`src/rtl/swb_pkg.sv`:
```
package swb_pkg;
  // Strobes from the mode control to the divider datapath
  typedef struct packed {
    logic slow;   // registered slow-mode flag
    logic clear;  // leaving slow mode at the next edge: restart divider
  } dpCtrl_t;
endpackage

```
`src/rtl/swb_datapath.sv`:
```
module swb_datapath
  import swb_pkg::*;
#(
  parameter int DIV_BITS  = 10,
  parameter int NUM_PORTS = 2
) (
  input  logic                 clk,
  input  logic                 rstN,
  input  dpCtrl_t              ctl,
  input  logic [NUM_PORTS-1:0] rxLine,
  output logic                 clkEn,
  output logic [NUM_PORTS-1:0] rxFall
);
  localparam int SyncStages = 3;

  logic [DIV_BITS-1:0] divCnt;

  // Divider: held at zero in full speed, free-running in slow mode
  always_ff @(posedge clk or negedge rstN) begin
    if (!rstN)                      divCnt <= '0;
    else if (ctl.clear || !ctl.slow) divCnt <= '0;
    else                            divCnt <= divCnt + 1'b1;
  end

  assign clkEn = !ctl.slow || (divCnt == '0);

  // Per-port receive synchroniser and falling-edge detector on the raw clock
  for (genvar p = 0; p < NUM_PORTS; p++) begin : gRx
    logic [SyncStages-1:0] syncQ;
    always_ff @(posedge clk or negedge rstN) begin
      if (!rstN) syncQ <= '1;
      else       syncQ <= {syncQ[SyncStages-2:0], rxLine[p]};
    end
    assign rxFall[p] = syncQ[SyncStages-1] & ~syncQ[SyncStages-2];
  end
endmodule

```
`src/rtl/swb_ctrl.sv`:
```
module swb_ctrl
  import swb_pkg::*;
#(
  parameter int NUM_IRQ   = 6,
  parameter int NUM_PORTS = 2
) (
  input  logic                 clk,
  input  logic                 rstN,
  input  logic                 wdtRst,
  input  logic                 extRst,
  input  logic                 swbEnable,
  input  logic                 modeWrEn,
  input  logic                 modeWrSlow,
  input  logic [NUM_IRQ-1:0]   irqAck,
  input  logic                 irqDefer,
  input  logic                 instrDone,
  input  logic [NUM_PORTS-1:0] txLoad,
  input  logic [NUM_PORTS-1:0] rxEnable,
  input  logic [NUM_PORTS-1:0] rxFall,
  input  logic                 clkEn,
  output dpCtrl_t              ctl
);
  localparam int WaitBits = 2;
  localparam logic [WaitBits-1:0] DeferDepth = WaitBits'(2);

  logic                slowQ;
  logic                irqPend;
  logic                txPend;
  logic [WaitBits-1:0] irqWait;

  logic armed, hwReset, anyAck, anyLoad;
  logic irqFire, txFire, rxFire, wake, dropPend, waitStep;

  assign armed    = slowQ && swbEnable;
  assign hwReset  = wdtRst || extRst;
  assign anyAck   = |irqAck;
  assign anyLoad  = |txLoad;

  assign irqFire  = irqPend && (irqWait == '0) && clkEn;
  assign txFire   = (txPend || anyLoad) && instrDone;
  assign rxFire   = |(rxFall & rxEnable);
  assign wake     = armed && (irqFire || txFire || rxFire);
  assign dropPend = hwReset || wake || !armed;
  assign waitStep = instrDone && (irqWait != '0);

  // Divide mode register: reset, then switchback, then software write
  always_ff @(posedge clk or negedge rstN) begin
    if (!rstN)         slowQ <= 1'b0;
    else if (hwReset)  slowQ <= 1'b0;
    else if (wake)     slowQ <= 1'b0;
    else if (modeWrEn) slowQ <= modeWrSlow;
  end

  // Interrupt request with deferral across instruction boundaries
  always_ff @(posedge clk or negedge rstN) begin
    if (!rstN) begin
      irqPend <= 1'b0;
      irqWait <= '0;
    end else if (dropPend) begin
      irqPend <= 1'b0;
      irqWait <= '0;
    end else begin
      if (anyAck) irqPend <= 1'b1;
      if (anyAck && irqDefer)     irqWait <= DeferDepth;
      else if (anyAck && !irqPend) irqWait <= '0;
      else if (waitStep)          irqWait <= irqWait - 1'b1;
    end
  end

  // Transmit request waits for the instruction boundary
  always_ff @(posedge clk or negedge rstN) begin
    if (!rstN)         txPend <= 1'b0;
    else if (dropPend) txPend <= 1'b0;
    else if (anyLoad)  txPend <= 1'b1;
  end

  assign ctl.slow  = slowQ;
  assign ctl.clear = hwReset || wake || (modeWrEn && !modeWrSlow);
endmodule

```
`src/rtl/clkdiv_switchback.sv`:
```
module clkdiv_switchback
  import swb_pkg::*;
#(
  parameter int DIV_BITS  = 10,
  parameter int NUM_IRQ   = 6,
  parameter int NUM_PORTS = 2
) (
  input  logic                 clk,
  input  logic                 rstN,
  input  logic                 wdtRst,
  input  logic                 extRst,
  input  logic                 swbEnable,
  input  logic                 modeWrEn,
  input  logic                 modeWrSlow,
  input  logic [NUM_IRQ-1:0]   irqAck,
  input  logic                 irqDefer,
  input  logic                 instrDone,
  input  logic [NUM_PORTS-1:0] txLoad,
  input  logic [NUM_PORTS-1:0] rxEnable,
  input  logic [NUM_PORTS-1:0] rxLine,
  output logic                 divSlow,
  output logic                 clkEn
);
  dpCtrl_t              ctl;
  logic [NUM_PORTS-1:0] rxFall;

  swb_ctrl #(.NUM_IRQ(NUM_IRQ), .NUM_PORTS(NUM_PORTS)) u_ctrl (
    .clk(clk), .rstN(rstN), .wdtRst(wdtRst), .extRst(extRst),
    .swbEnable(swbEnable), .modeWrEn(modeWrEn), .modeWrSlow(modeWrSlow),
    .irqAck(irqAck), .irqDefer(irqDefer), .instrDone(instrDone),
    .txLoad(txLoad), .rxEnable(rxEnable), .rxFall(rxFall),
    .clkEn(clkEn), .ctl(ctl)
  );

  swb_datapath #(.DIV_BITS(DIV_BITS), .NUM_PORTS(NUM_PORTS)) u_dp (
    .clk(clk), .rstN(rstN), .ctl(ctl), .rxLine(rxLine),
    .clkEn(clkEn), .rxFall(rxFall)
  );

  assign divSlow = ctl.slow;
endmodule

```
`config.mk`:
```
export PLATFORM = sky130hd
export DESIGN_NAME = clkdiv_switchback
export DESIGN_NICKNAME = d
export VERILOG_FILES = /design/src/rtl/swb_pkg.sv /design/src/rtl/swb_datapath.sv /design/src/rtl/swb_ctrl.sv /design/src/rtl/clkdiv_switchback.sv
export SDC_FILE = /design/constraint.sdc
export NUM_CORES = 1
export LEC_CHECK = 0
export BUFFER_PORTS_ARGS = -buffer_cell sky130_fd_sc_hd__clkbuf_2
export CAP_MARGIN = 20
export CORE_ASPECT_RATIO = 0.8
export CORE_UTILIZATION = 46
export CTS_CLUSTER_DIAMETER = 60
export DETAILED_ROUTE_END_ITERATION = 10
export PLACE_DENSITY_LB_ADDON = 0.3
export REMOVE_ABC_BUFFERS = 1
export SLEW_MARGIN = 5
export SYNTH_ARGS = -nofsm -noshare
export SYNTH_HDL_FRONTEND = slang
export SYNTH_HIERARCHICAL = 1
export SYNTH_SLANG_ARGS = --single-unit
```
`constraint.sdc`:
```
create_clock -name clk -period 2 [get_ports clk]
set_clock_uncertainty 0.05 [all_clocks]
set_input_delay 0.2 -clock clk [delete_from_list [all_inputs] [get_ports clk]]
set_output_delay 0.2 -clock clk [all_outputs]
set_load 0.02 [all_outputs]
```
# ---- Yosys cells after proc, flatten, opt, wreduce, memory -nomap -nowiden
# Cells that the tools add are included.
dict set report totals {
  reg_bits 21
  in_bits 21
  out_inout_bits 2
  word_cells 58
}
dict set report classes {
  n_addsub 2
  mux 12
  bitwise 5
  n_reduce_logical 32
}
# op n
set op_table {}
lappend op_table {{$add 10x1->10 const B} 1}
lappend op_table {{$logic_not 10->1} 1}
lappend op_table {{$mux 10} 1}
lappend op_table {{$logic_and 1x1->1} 9}
lappend op_table {{$logic_or 1x1->1} 9}
lappend op_table {{$mux 2} 4}
lappend op_table {{$mux 1} 7}
lappend op_table {{$reduce_bool 2->1} 3}
lappend op_table {{$reduce_or 6->1} 1}
lappend op_table {{$logic_not 1->1} 4}
lappend op_table {{$reduce_bool 4->1} 1}
lappend op_table {{$reduce_or 2->1} 2}
lappend op_table {{$reduce_bool 3->1} 1}
lappend op_table {{$and 1x1->1} 2}
lappend op_table {{$and 2x2->2} 1}
lappend op_table {{$logic_not 2->1} 1}
lappend op_table {{$not 1->1} 2}
lappend op_table {{$sub 2x1->2 const B} 1}

# ---- Depth between registers and ports, before layout
# Gate-level depths: netlist of the first run.
dict set report logic_depth {
  word_depth 10
  ltp_mapped 11
  mapped_depth_nobuf 10
}

# ---- By module
# The synthesis of the first run kept the hierarchy.
# mod n_inst cells_per_inst area_per_inst_um2 seq_area_each_um2
set modules_own_cells {}
lappend modules_own_cells {swb_datapath 1 59 664.4 407.9}
lappend modules_own_cells {swb_ctrl 1 36 325.3 125.1}

# ---- Least setup slack after synthesis of the first run
# No wires, ideal clock.
dict set report synth_timing {
  path_type {register -> register}
  from {register u_dp.divCnt[2]}
  to {register u_dp.divCnt[2]}
  setup_time_ns 0.132
  arrival_time_ns 2.466
  required_time_ns 1.818
  path_slack_ns -0.648
  stages_incl_launch_ff 11
  n_path_buf 1
  period_less_slack_ns 2.648
  cell_sequence {dfrtp_1 > nor4_1 > nand3b_1 > o41ai_1 > nand3_1 > o211ai_1 > a311oi_1 > o21ai_0 > nand2b_1 > clkbuf_1 > nor2_1}
}
# element line
set synth_rtl {}
lappend synth_rtl {{from (decl)} swb_datapath.sv:16} ;# logic [DIV_BITS-1:0] divCnt;
lappend synth_rtl {{from (signal assigned)} swb_datapath.sv:22} ;# else divCnt <= divCnt + 1'b1;

==> out/metrics.csv, run 1 <==
stage,metric,value,unit
global_route,grt_pass1_wl,3574,microns
placement,place.gp.congestion,0.8111,
critical_path,cp_top_family,compound AO/OA/AOI/OAI gates,
sta,worst_slew_pin_slew,0.5059,ns
finish,final_nets,160,
route,routed_wire_length_per_instance,13.45,microns
finish,final-seq-area,533.0,sq um
die,ioPinCount,23,
critical_path,worstSetupStartpointType,flop,
pwr,power_frac_seq,0.624,
pwr,switchingPower,0.0001573,W
critical_path,cp.required,2.14,ns
sta,tns,-0.4895,ns
clocking,path_clk_slew,0.11,ns
pwr,irDropWorstVdd,0.0004197,V
clocking,cts.sinks,21,
sta,fin_ws,-0.05648,ns
critical_path,crit_path_end_kind,flop,
die,floorplan.initialDensity,0.5090,
pwr,power_density,522.7,nW/um^2
synth,ys_seq_elements,21,
critical_path,critPathMaxStageDelay,0.42,ns
sta,setup-violations-final,10,
placement,hpwl,1552,microns
synth,synth.area.top_cells,"dfrtp_1 (38%), dfstp_2 (16%), ha_1 (3.8%)",
synth,synth_simple_gate_area_frac,0.2048,
synth,synthesis.area,989.7,sq um
sta,fmax,486.3,MHz
critical_path,crit_buf_inv,0,
outcome,violations,negative setup slack,
synth,synthAdderAreaFrac,0.03793,
global_route,overflow,0,
pwr,p_int,0.0005471,W
synth,synthMuxAreaShare,0.01011,
clocking,cts_tree,built,
pwr,finalPower,0.0007044,W
clocking,clk_latency,0.30,ns
die,rows,14,
die,die_h,43.49,microns
synth,synth_xor_xnor_area_share,0.03540,
route,drc_errors,0,
synth,synthCells,95,
synth,synth_top_family_by_area,simple AND/OR/NAND/NOR gates,
global_route,grt_pass1_vias,851,
sta,fin_crit,2.056,ns
sta,final_hold_viol_count,0,
pwr,pwr-share-comb,0.091,
pwr,switching_share,0.2234,
finish,antenna_cells,0,
die,dieArea,2342,sq um
clocking,htreeDepth,1,
sta,min_period_over_period,1.028,
outcome,outcome,"complete, but fails checks",
worst_hold_path,hold_class,primary input to flop,
sta,rsz0062_at_grt,true,
route,vias_per_cell,5.233,
die,die_w,53.86,microns
pwr,total_leakage_power,0.6087,nW
finish,multi_input_area,484.2,sq um
synth,ys_seq_area_frac,0.5386,
synth,synth_compound_area_frac,0.1277,
finish,final_util,0.6931,
finish,syn2layout_area_growth,36.16,%
route,dr.pass1.iters,4,
global_route,gr-usage-all-layers,0.2131,
clocking,cts-root-buf,clkbuf_4,
finish,drive_above_1_share,0.4593,
critical_path,cp_slowest_cell,dfrtp_1,
die,core_area,1944,sq um
critical_path,crit_fanout,5,
critical_path,crit_chain,nor4_2 -> nand3b_1 -> o41ai_2 -> nand3_1 -> o211ai_1 -> a311oi_2 -> o21ai_2 -> nand2b_4 -> a21oi_1,
synth,yosys.cell_types.count,31,
finish,fillCellCount,150,
pwr,clkPwrFrac,0.285,
global_route,grt_max_degree,22,
route,ant_nets,0,
route,vias,832,
synth,postSynthAreaPerCell,10.42,sq um
route,drt_iter0_markers,9,
synth,synth-warning-count,6,
synth,synth_top_area_frac,0.3793,
clocking,numCtsBuffers,3,
placement,portBuffers,22,
sta,final_max_slew_viol_count,0,
clocking,clockBufferDepth,2,
synth,yosysTopAreaCell,dfrtp_1,
critical_path,crit_type,flop to flop,
route,wl,2138,microns
sta,slew_headroom,0.6628,
job,cap_violations,0,
critical_path,arrival,2.20,ns
global_route,antenna_found_initial,0,
==> path summary, 6_finish.rpt <==
check	startpoint	endpoint	slack, ns	cells after the start
worst max-delay path	u_dp/divCnt[4]	u_dp/divCnt[7]	-0.06	9
worst min-delay path	irqDefer	u_ctrl/irqWait[1]	0.08	3
worst max register to register	u_dp/divCnt[4]	u_dp/divCnt[7]	-0.06	9
worst min register to register	u_dp/gRx[0].syncQ[0]	u_dp/gRx[0].syncQ[1]	0.31	0
max in group asynchronous	rstN	u_dp/gRx[0].syncQ[2]	1.21	2
min in group asynchronous	rstN	u_dp/divCnt[0]	0.33	2
==> per-layer routing <==
layer | global-route usage | part of all wire | vias to the layer above
li1 | - | - | 411
met1 | 0.2679 | 0.40 | 391
met2 | 0.3531 | 0.53 | 26
met3 | 0.06667 | 0.049 | 4
met4 | 0.05263 | 0.016 | 0
met5 | 0 | 0 | -
==> synth_stat cells (all sizes together) <==
master and n:
ha 3, nor3 1, o31ai 1, mux2i 1
nand2 4, inv 9, a311oi 1, xnor2 3
xor2 1, nand2b 2, clkbuf 1, a211o 1
dfstp 6, a211oi 1, nor2b 4, or4 2
nand3 4, a21oi 7, o41ai 1, a22oi 1
nor2 10, nor4 2, nand3b 1, o21ai 5
buf 1, nand4 2, o211ai 1, dfrtp 15
or3 4
==> per-stage QoR <==
step	hold slack, ns	worst slack, ns	instances	instance area (sq um)
after floorplan	-0.1456	-0.5563	93	978.4
after global placement	0.1376	-0.009949	149	1206
after detailed placement	0.1481	-0.2398	149	1206
after CTS	0.06449	-0.1061	159	1310
after global routing	0.06408	-0.1487	159	1348
final	0.07609	-0.05648	159	1348
==> cell families (layout without fill, tap and decap cells) <==
logic type,Yosys count,count (layout)
AND/OR/NAND/NOR,36,37
flip-flops,21,21
AO/OA/AOI/OAI,19,19
buffers and inverters,11,50
XOR/XNOR,4,4
adder cells (fa/ha/maj),3,3
multiplexers,1,1
==> flip-flops by register name (all words and copies together) (netlist names) <==
name,flops
u_ctrl/irqWait,2
u_dp/gRx.syncQ,6
u_dp/divCnt,10
u_ctrl/txPend,1
u_ctrl/irqPend,1
u_ctrl/slowQ,1
==> power groups by stage <==
stage / Clock [W] / Sequential, W / Combinational, W
CTS: 0.000208 / 0.000440 / 0.0000668
global placement: 0 / 0.000447 / 0.0000489
finish: 0.000201 / 0.000440 / 0.0000638
global route: 0.000231 / 0.000441 / 0.0000708
floorplan: 0 / 0.000448 / 0.0000140
detailed placement: 0 / 0.000448 / 0.0000507
==> worst register-to-register path, cell delays in order, from the launching register on <==
cell	delay [ns]
dfrtp_1	0.42
nor4_2	0.28
nand3b_1	0.11
o41ai_2	0.29
nand3_1	0.13
o211ai_1	0.15
a311oi_2	0.17
o21ai_2	0.11
nand2b_4	0.19
a21oi_1	0.05
==> what timing repair did <==
action                                 4_1_cts  5_1_grt
pin swaps                                    6        8
endpoints found under the hold margin       17        0
gates cloned                                 0        1
hold buffers                                 3        0
buffers inserted                             4        1
setup endpoints to repair                   11       15
gates resized for setup                      7       13
==> cell type report <==
type | count | area share
Tap cell | 24 | 0.02228
Sequential cell | 21 | 0.3955
Timing Repair Buffer | 37 | 0.1783
Multi-Input combinational cell | 64 | 0.3593
Clock buffer | 4 | 0.01950
Inverter | 9 | 0.02507
==> layout by cell type, fill, tap and decap left out, types with 2 or more instances in the layout <==
cell           count
inv_2              2
o21ai_0            4
nor2_2             3
inv_1              7
xnor2_1            3
nand3_1            4
nand2_1            4
nor2_1             7
or3_1              4
dlygate4sd3_1      3
dfrtp_1           15
a21oi_1            5
nor2b_1            4
clkbuf_4           3
dfstp_2            6
a21oi_2            2
ha_1               2
clkbuf_2          21
nand2b_4           2
buf_4             12
(Power assumes the default switching activity.)
==> inputs of run 2 (changes only) <==
--- a/config.mk
+++ b/config.mk
@@ -8,7 +8,7 @@
 export BUFFER_PORTS_ARGS = -buffer_cell sky130_fd_sc_hd__clkbuf_2
 export CAP_MARGIN = 20
 export CORE_ASPECT_RATIO = 0.8
-export CORE_UTILIZATION = 46
+export CORE_UTILIZATION = 50
 export CTS_CLUSTER_DIAMETER = 60
 export DETAILED_ROUTE_END_ITERATION = 10
 export PLACE_DENSITY_LB_ADDON = 0.3
==> constraint.sdc (replaced) <==
create_clock -name clk -period 2.3 [get_ports clk]
set_clock_uncertainty 0.05 [all_clocks]
set_input_delay 0.23 -clock clk [delete_from_list [all_inputs] [get_ports clk]]
set_output_delay 0.23 -clock clk [all_outputs]
set_load 0.02 [all_outputs]
==> run 2 against run 1 <==
The run now ends clean. Setup slack improved by 0.25 ns. Sequential share of layout area rose by 5.4 points. Worst hold slack improved by 0.018 ns. First-iteration DRC count unchanged.
==> out/metrics.csv, run 2 (same netlist as run 1, synthesis figures left out) <==
stage,metric,value,unit,change
global_route,grt_pass1_vias,773,,-9.2%
sta,rsz0062_at_grt,false,,
critical_path,crit_fanout,10,,+5
finish,largest_register,u_dp/divCnt,,
die,die_h,41.80,microns,-3.9%
placement,place.gp.congestion,0.8552,,+5.4%
route,routed_wire_length_per_instance,12.57,microns,-6.5%
pwr,switchingPower,0.0001364,W,-13%
clocking,clockBufferDepth,2,,unchanged
pwr,irDropWorstVdd,0.0003961,V,-5.6%
placement,hpwl,1385,microns,-11%
critical_path,crit_type,flop to flop,,
sta,fin_crit,2.103,ns,+0.04696 ns
die,rows,13,,-1
die,core_area,1740,sq um,-10%
pwr,finalPower,0.0006055,W,-14%
outcome,outcome,completed,,
worst_hold_path,holdPathEnd,u_ctrl/irqWait[1],,
critical_path,crit_buf_inv,1,,+1
pwr,p_int,0.0004691,W,-14%
pwr,power_density,510.5,nW/um^2,-2.3%
clocking,cts-root-buf,clkbuf_4,,
worst_hold_path,hold_class,primary input to flop,,
critical_path,crit_chain,inv_1 -> ha_1 -> nand3b_1 -> o41ai_2 -> nand3_1 -> o211ai_1 -> a311oi_1 -> o21ai_0 -> nand2b_2 -> a21oi_1,,
critical_path,r2r-start,u_dp/divCnt[0],,
sta,fmax,475.4,MHz,-2.2%
critical_path,crit_path_end_kind,flop,,
finish,layout_common_cells,"clkbuf_2 (22), dfrtp_1 (15), nor2_1 (10), inv_1 (9), a21oi_1 (7)",,
global_route,grt_max_degree,22,,unchanged
finish,final_cells,144,,-9.4%
finish,syn2layout_area_growth,19.85,%,
finish,final-seq-area,533.0,sq um,unchanged
critical_path,critPathMaxStageDelay,0.44,ns,+0.02 ns
pwr,switching_share,0.2253,,+0.001906
finish,final_common_cell,clkbuf_2,,
clocking,htreeDepth,1,,unchanged
route,drc_errors,0,,unchanged
sta,fin_ws,0.1966,ns,+0.2530 ns
worst_hold_path,hold_depth,3,,unchanged
finish,fillCellCount,141,,-6.0%
clocking,cts.sinks,21,,unchanged
die,floorplan.initialDensity,0.5687,,+0.05965
placement,pre_cts_ws,0.01575,ns,+0.2555 ns
global_route,overflow,0,,unchanged
finish,drive_above_1_share,0.3197,,-0.1396
critical_path,cp_slowest_cell,dfrtp_1,,
sta,final_max_slew_viol_count,0,,unchanged
global_route,gr-usage-all-layers,0.2073,,-0.005869
critical_path,cp_top_family,compound AO/OA/AOI/OAI gates,,
route,drt_iter0_markers,9,,unchanged
clocking,path_clk_slew,0.11,ns,about the same
critical_path,worstSetupStartpointType,flop,,
global_route,grt_pass1_wl,3270,microns,-8.5%
placement,dp.cells,137,,-8.1%
pwr,power_frac_seq,0.633,,+0.009
route,vias_per_cell,5.479,,+4.7%
placement,portBuffers,22,,unchanged
clocking,cts_tree,built,,
route,dr.pass1.iters,4,,unchanged
job,cap_violations,0,,unchanged
worst_hold_path,holdCritStartpoint,irqDefer,,
route,ant_nets,0,,unchanged
finish,antenna_cells,0,,unchanged
finish,largest_register_ffs,10,,unchanged
critical_path,arrival,2.28,ns,+0.08 ns
pwr,total_leakage_power,0.5177,nW,-15%
critical_path,worstRegToRegCells,10,,+1
sta,tns,0,ns,+0.4895 ns
clocking,cts_setup_buffers,0,,-4
clocking,clk_latency,0.30,ns,about the same
die,ioPinCount,23,,unchanged
die,dieArea,2162,sq um,-7.7%
pwr,clkPwrFrac,0.293,,+0.008
die,die_w,51.74,microns,-3.9%
sta,worst_slew_pin_slew,0.5036,ns,-0.002275 ns
sta,slew_headroom,0.6643,,+0.001516
sta,final_hold_viol_count,0,,unchanged
sta,setup-violations-final,0,,-10
finish,multi_input_area,421.7,sq um,-13%
critical_path,cp.required,2.48,ns,+0.34 ns
critical_path,r2r_end,u_dp/divCnt[6],,
finish,final_nets,147,,-8.1%
route,wl,1810,microns,-15%
global_route,antenna_found_initial,0,,unchanged
clocking,numCtsBuffers,3,,unchanged
finish,top_regs,"u_dp/divCnt x10, u_dp/gRx.syncQ x6, u_ctrl/irqWait x2",,
critical_path,r2r_setup_slack,0.20,ns,+0.25 ns
sta,min_period_over_period,0.9145,,-0.1137
route,vias,789,,-5.2%
pwr,pwr-share-comb,0.074,,-0.017
[run 2: cell types whose count changed in the layout (fill, tap and decap cells not counted), moves of 2 or more]
cell	delta
nor2_1	+3
a21oi_2	-2
a21oi_1	+2
inv_1	+2
nor2_2	-3
buf_4	-12
nand2b_4	-2
inv_2	-2
[run 2: power groups by stage]
stage | logic, W | registers, W | clock network, W
6_report | 0.0000448 | 0.000383 | 0.000178
5_1_grt | 0.0000499 | 0.000384 | 0.000201
4_1_cts | 0.0000450 | 0.000383 | 0.000184
3_5_place_dp | 0.0000410 | 0.000390 | 0
3_3_place_gp | 0.0000399 | 0.000389 | 0
2_1_floorplan | 0.0000122 | 0.000389 | 0
[run 2: layout make-up]
class,count,share of cell area
flip-flops and latches,21,0.4494
clock inverters,1,0.006329
inverters,9,0.02848
well taps,22,0.02321
clock buffers,3,0.01899
repair buffers,25,0.1181
multi-input cells,63,0.3555
[run 2: worst max-delay path by stage]
stage,start,end,slack (ns),cells after the start
5_1_grt,u_dp/divCnt[2],u_dp/divCnt[9],0.08,9
3_3_place_gp,u_dp/divCnt[2],u_dp/divCnt[3],0.16,9
4_1_cts,u_dp/divCnt[2],u_dp/divCnt[9],0.001,9
6_report,u_dp/divCnt[0],u_dp/divCnt[6],0.20,10
3_5_place_dp,u_dp/divCnt[2],u_dp/divCnt[3],0.02,9
2_1_floorplan,u_dp/divCnt[2],u_dp/divCnt[2],-0.26,9
[run 2: worst register-to-register path, stage by stage, from the launching register on]
cell      delay (ns)
dfrtp_1         0.44
inv_1           0.07
ha_1            0.20
nand3b_1        0.09
o41ai_2         0.07
nand3_1         0.10
o211ai_1        0.12
a311oi_1        0.33
o21ai_0         0.11
nand2b_2        0.28
a21oi_1         0.17
[run 2: metal layers]
metal,vias up,global-route usage,share of wire
met5,-,0,0
met2,20,0.3377,0.48
met3,2,0.06227,0.049
met4,0,0.07027,0.0083
li1,384,-,-
met1,383,0.2609,0.46
[run 2: timing repair]
| action | CTS | global route |
|---|---|---|
| endpoints found under the setup margin | 0 | 10 |
| hold buffers | 3 | 0 |
| resized for setup | 0 | 2 |
| hold endpoints to repair | 17 | 0 |
[run 2: per-stage QoR]
step | hold slack [ns] | utilization | instance area [sq um]
after detailed placement | 0.1716 | 0.6413 | 1116
after floorplan | -0.1156 | - | 978.4
final | 0.09452 | 0.6815 | 1186
after global routing | 0.08471 | 0.6815 | 1186
after CTS | 0.08812 | 0.6758 | 1176
after global placement | 0.1673 | 0.6413 | 1116
==> inputs of run 3 (changes only) <==
==> constraint.sdc (replaced) <==
create_clock -name clk -period 2.05 [get_ports clk]
set_clock_uncertainty 0.05 [all_clocks]
set_input_delay 0.205 -clock clk [delete_from_list [all_inputs] [get_ports clk]]
set_output_delay 0.205 -clock clk [all_outputs]
set_load 0.02 [all_outputs]
==> run 3 against run 2 <==
The run now ends with negative setup slack left. Worst hold slack lost 0.035 ns. Fmax down 0.51%. Sequential share of layout area decreased by 3.7 points. First-iteration DRC count grew 130%. Sequential power increased by 12%. Flip-flop and latch count stayed put. Total power rose by 14%. Via count grew 6.1%. Non-clock buffer count rose by 11. Final area rose by 9.1%. Critical path depth is the same. Critical endpoint is now u_dp/divCnt[2].
==> out/metrics.csv, run 3 (same netlist as run 1, synthesis figures left out) <==
stage,metric,value,unit,change
outcome,outcome,"complete, but fails checks",,
outcome,violations,negative setup slack,,
pwr,irDropWorstVdd,0.0005595,V,+41%
route,wl,2151,microns,+19%
critical_path,crit_path_end_kind,flop,,
route,met2_length,1168,microns,+34%
critical_path,setup.worst_path.end,u_dp/divCnt[2],,
sta,final_max_slew_viol_count,0,,unchanged
sta,fmax,473.0,MHz,-0.51%
finish,top_regs,"u_dp/divCnt x10, u_dp/gRx.syncQ x6, u_ctrl/irqWait x2",,
clocking,clk_latency,0.31,ns,about the same
global_route,gr-usage-all-layers,0.2343,,+0.02699
sta,fin_ws,-0.06414,ns,-0.2607 ns
sta,final_hold_viol_count,0,,unchanged
die,core_area,1740,sq um,unchanged
worst_hold_path,hold_class,primary input to flop,,
clocking,path_clk_slew,0.12,ns,about the same
finish,syn2layout_area_growth,30.72,%,
sta,rsz0062_at_grt,true,,
critical_path,crit_type,flop to flop,,
critical_path,r2r-start,u_dp/divCnt[4],,
clocking,cts-root-buf,clkbuf_4,,
placement,pre_cts_ws,-0.03022,ns,-0.04597 ns
placement,hpwl,1609,microns,+16%
job,cap_violations,0,,unchanged
pwr,clkPwrFrac,0.299,,+0.006
route,drc_errors,0,,unchanged
critical_path,arrival,2.28,ns,about the same
global_route,grt_pass1_wl,3698,microns,+13%
pwr,power_density,534.5,nW/um^2,+4.7%
sta,slew_headroom,0.6673,,+0.003056
pwr,total_leakage_power,0.5860,nW,+13%
route,vias_per_cell,5.400,,-1.4%
clocking,cts.sinks,21,,unchanged
placement,placed_area,1169,sq um,+4.7%
global_route,antenna_found_initial,0,,unchanged
finish,layout_common_cells,"clkbuf_2 (21), dfrtp_1 (15), buf_4 (10), nor2_1 (10), inv_1 (9)",,
placement,portBuffers,22,,unchanged
finish,final_util,0.7434,,+0.06183
route,dr_wl_met3,86,microns,-2.3%
pwr,switching_share,0.2334,,+0.008134
critical_path,r2r_end,u_dp/divCnt[2],,
clocking,htreeDepth,1,,unchanged
die,rows,13,,unchanged
global_route,grt_pass1_vias,897,,+16%
die,ioPinCount,23,,unchanged
critical_path,worstSetupStartpointType,flop,,
finish,antenna_cells,0,,unchanged
pwr,switchingPower,0.0001614,W,+18%
critical_path,r2r_setup_slack,-0.06,ns,-0.26 ns
sta,setup-violations-final,10,,+10
die,floorplan.initialDensity,0.5687,,unchanged
clocking,cts_tree,built,,
global_route,grt_max_degree,22,,unchanged
critical_path,critPathLaunch,u_dp/divCnt[4],,
clocking,clockBufferDepth,2,,unchanged
route,dr.pass1.iters,5,,+1
pwr,p_int,0.0005301,W,+13%
critical_path,worstRegToRegCells,10,,unchanged
sta,tns,-0.5628,ns,-0.5628 ns
pwr,power_frac_seq,0.622,,-0.011
placement,place.gp.congestion,0.8813,,+3.1%
finish,final_nets,158,,+7.5%
route,drt_iter0_markers,21,,+12
die,die_h,41.80,microns,unchanged
die,die_w,51.74,microns,unchanged
finish,largest_register_ffs,10,,unchanged
finish,design_area,1294,sq um,+9.1%
finish,final_common_cell,clkbuf_2,,
route,routed_wire_length_per_instance,13.88,microns,+10%
critical_path,cp.required,2.21,ns,-0.27 ns
critical_path,crit_fanout,5,,-5
route,vias,837,,+6.1%
sta,min_period_over_period,1.031,,+0.1167
finish,drive_above_1_share,0.3910,,+0.07131
pwr,pwr-share-comb,0.080,,+0.006
die,dieArea,2162,sq um,unchanged
clocking,numCtsBuffers,3,,unchanged
route,ant_nets,0,,unchanged
route,top_layer,met4,,
global_route,overflow,0,,unchanged
sta,worst_slew_pin_slew,0.4990,ns,-0.004584 ns
route,wl_met1,862,microns,+3.5%
sta,fin_crit,2.114,ns,+0.01070 ns
finish,largest_register,u_dp/divCnt,,
[run 3: cell type report]
cell class	count	area (sq um)
Timing Repair Buffer	36	232.7
Multi-Input combinational cell	63	436.7
Tap cell	22	27.53
Inverter	9	33.78
Sequential cell	21	533.0
Clock buffer	3	22.52
Clock inverter	1	7.507
Fill cell	125	446.7
[run 3: critical path: stages, from the launching register on]
cell and delay, ns:
dfrtp_1 0.41, nor4_2 0.28, nand3b_1 0.12, o41ai_2 0.32
nand3_1 0.12, o211ai_1 0.12, a311oi_1 0.15, o21ai_1 0.11
nand2b_4 0.15, buf_4 0.13, nor2_1 0.05
[run 3: layer usage]
layer,global-route usage,vias to the layer above
met3,0.06593,6
met5,0,-
met1,0.2719,407
li1,-,405
met2,0.4156,19
met4,0.06486,0
[run 3: through the flow]
| stage | hold WS, ns | total power, W | instances |
|---|---|---|---|
| finish | 0.05972 | 0.0006915 | 155 |
| detailed placement | 0.1472 | 0.0004845 | 144 |
| floorplan | -0.1406 | 0.0004504 | 93 |
| CTS | 0.05509 | 0.0006959 | 152 |
| global placement | 0.1386 | 0.0004818 | 144 |
| global route | 0.08057 | 0.0007186 | 155 |
[run 3: worst min-delay path by stage]
stage | slack [ns] | from | cells past startpoint | to
2_1_floorplan | -0.14 | rstN | 0 | u_ctrl/irqPend
3_3_place_gp | 0.14 | rstN | 1 | u_ctrl/irqWait[0]
3_5_place_dp | 0.15 | rstN | 1 | u_ctrl/irqWait[0]
4_1_cts | 0.06 | irqDefer | 3 | u_ctrl/irqWait[1]
5_1_grt | 0.08 | irqDefer | 3 | u_ctrl/irqWait[1]
6_report | 0.06 | irqDefer | 3 | u_ctrl/irqWait[1]
[run 3: power groups by stage]
stage	registers, W	logic (W)	clock network (W)
finish	0.000430	0.0000553	0.000206
global route	0.000431	0.0000618	0.000226
CTS	0.000430	0.0000526	0.000214
detailed placement	0.000437	0.0000475	0
global placement	0.000436	0.0000455	0
floorplan	0.000437	0.0000137	0
[run 3: timing repair]
action,4_1_cts,5_1_grt
setup endpoints to repair,10,11
setup buffers,1,2
resized for setup,4,6
pin swaps,1,4
hold buffers,3,0
endpoints found under the hold margin,17,0
gates cloned,0,1
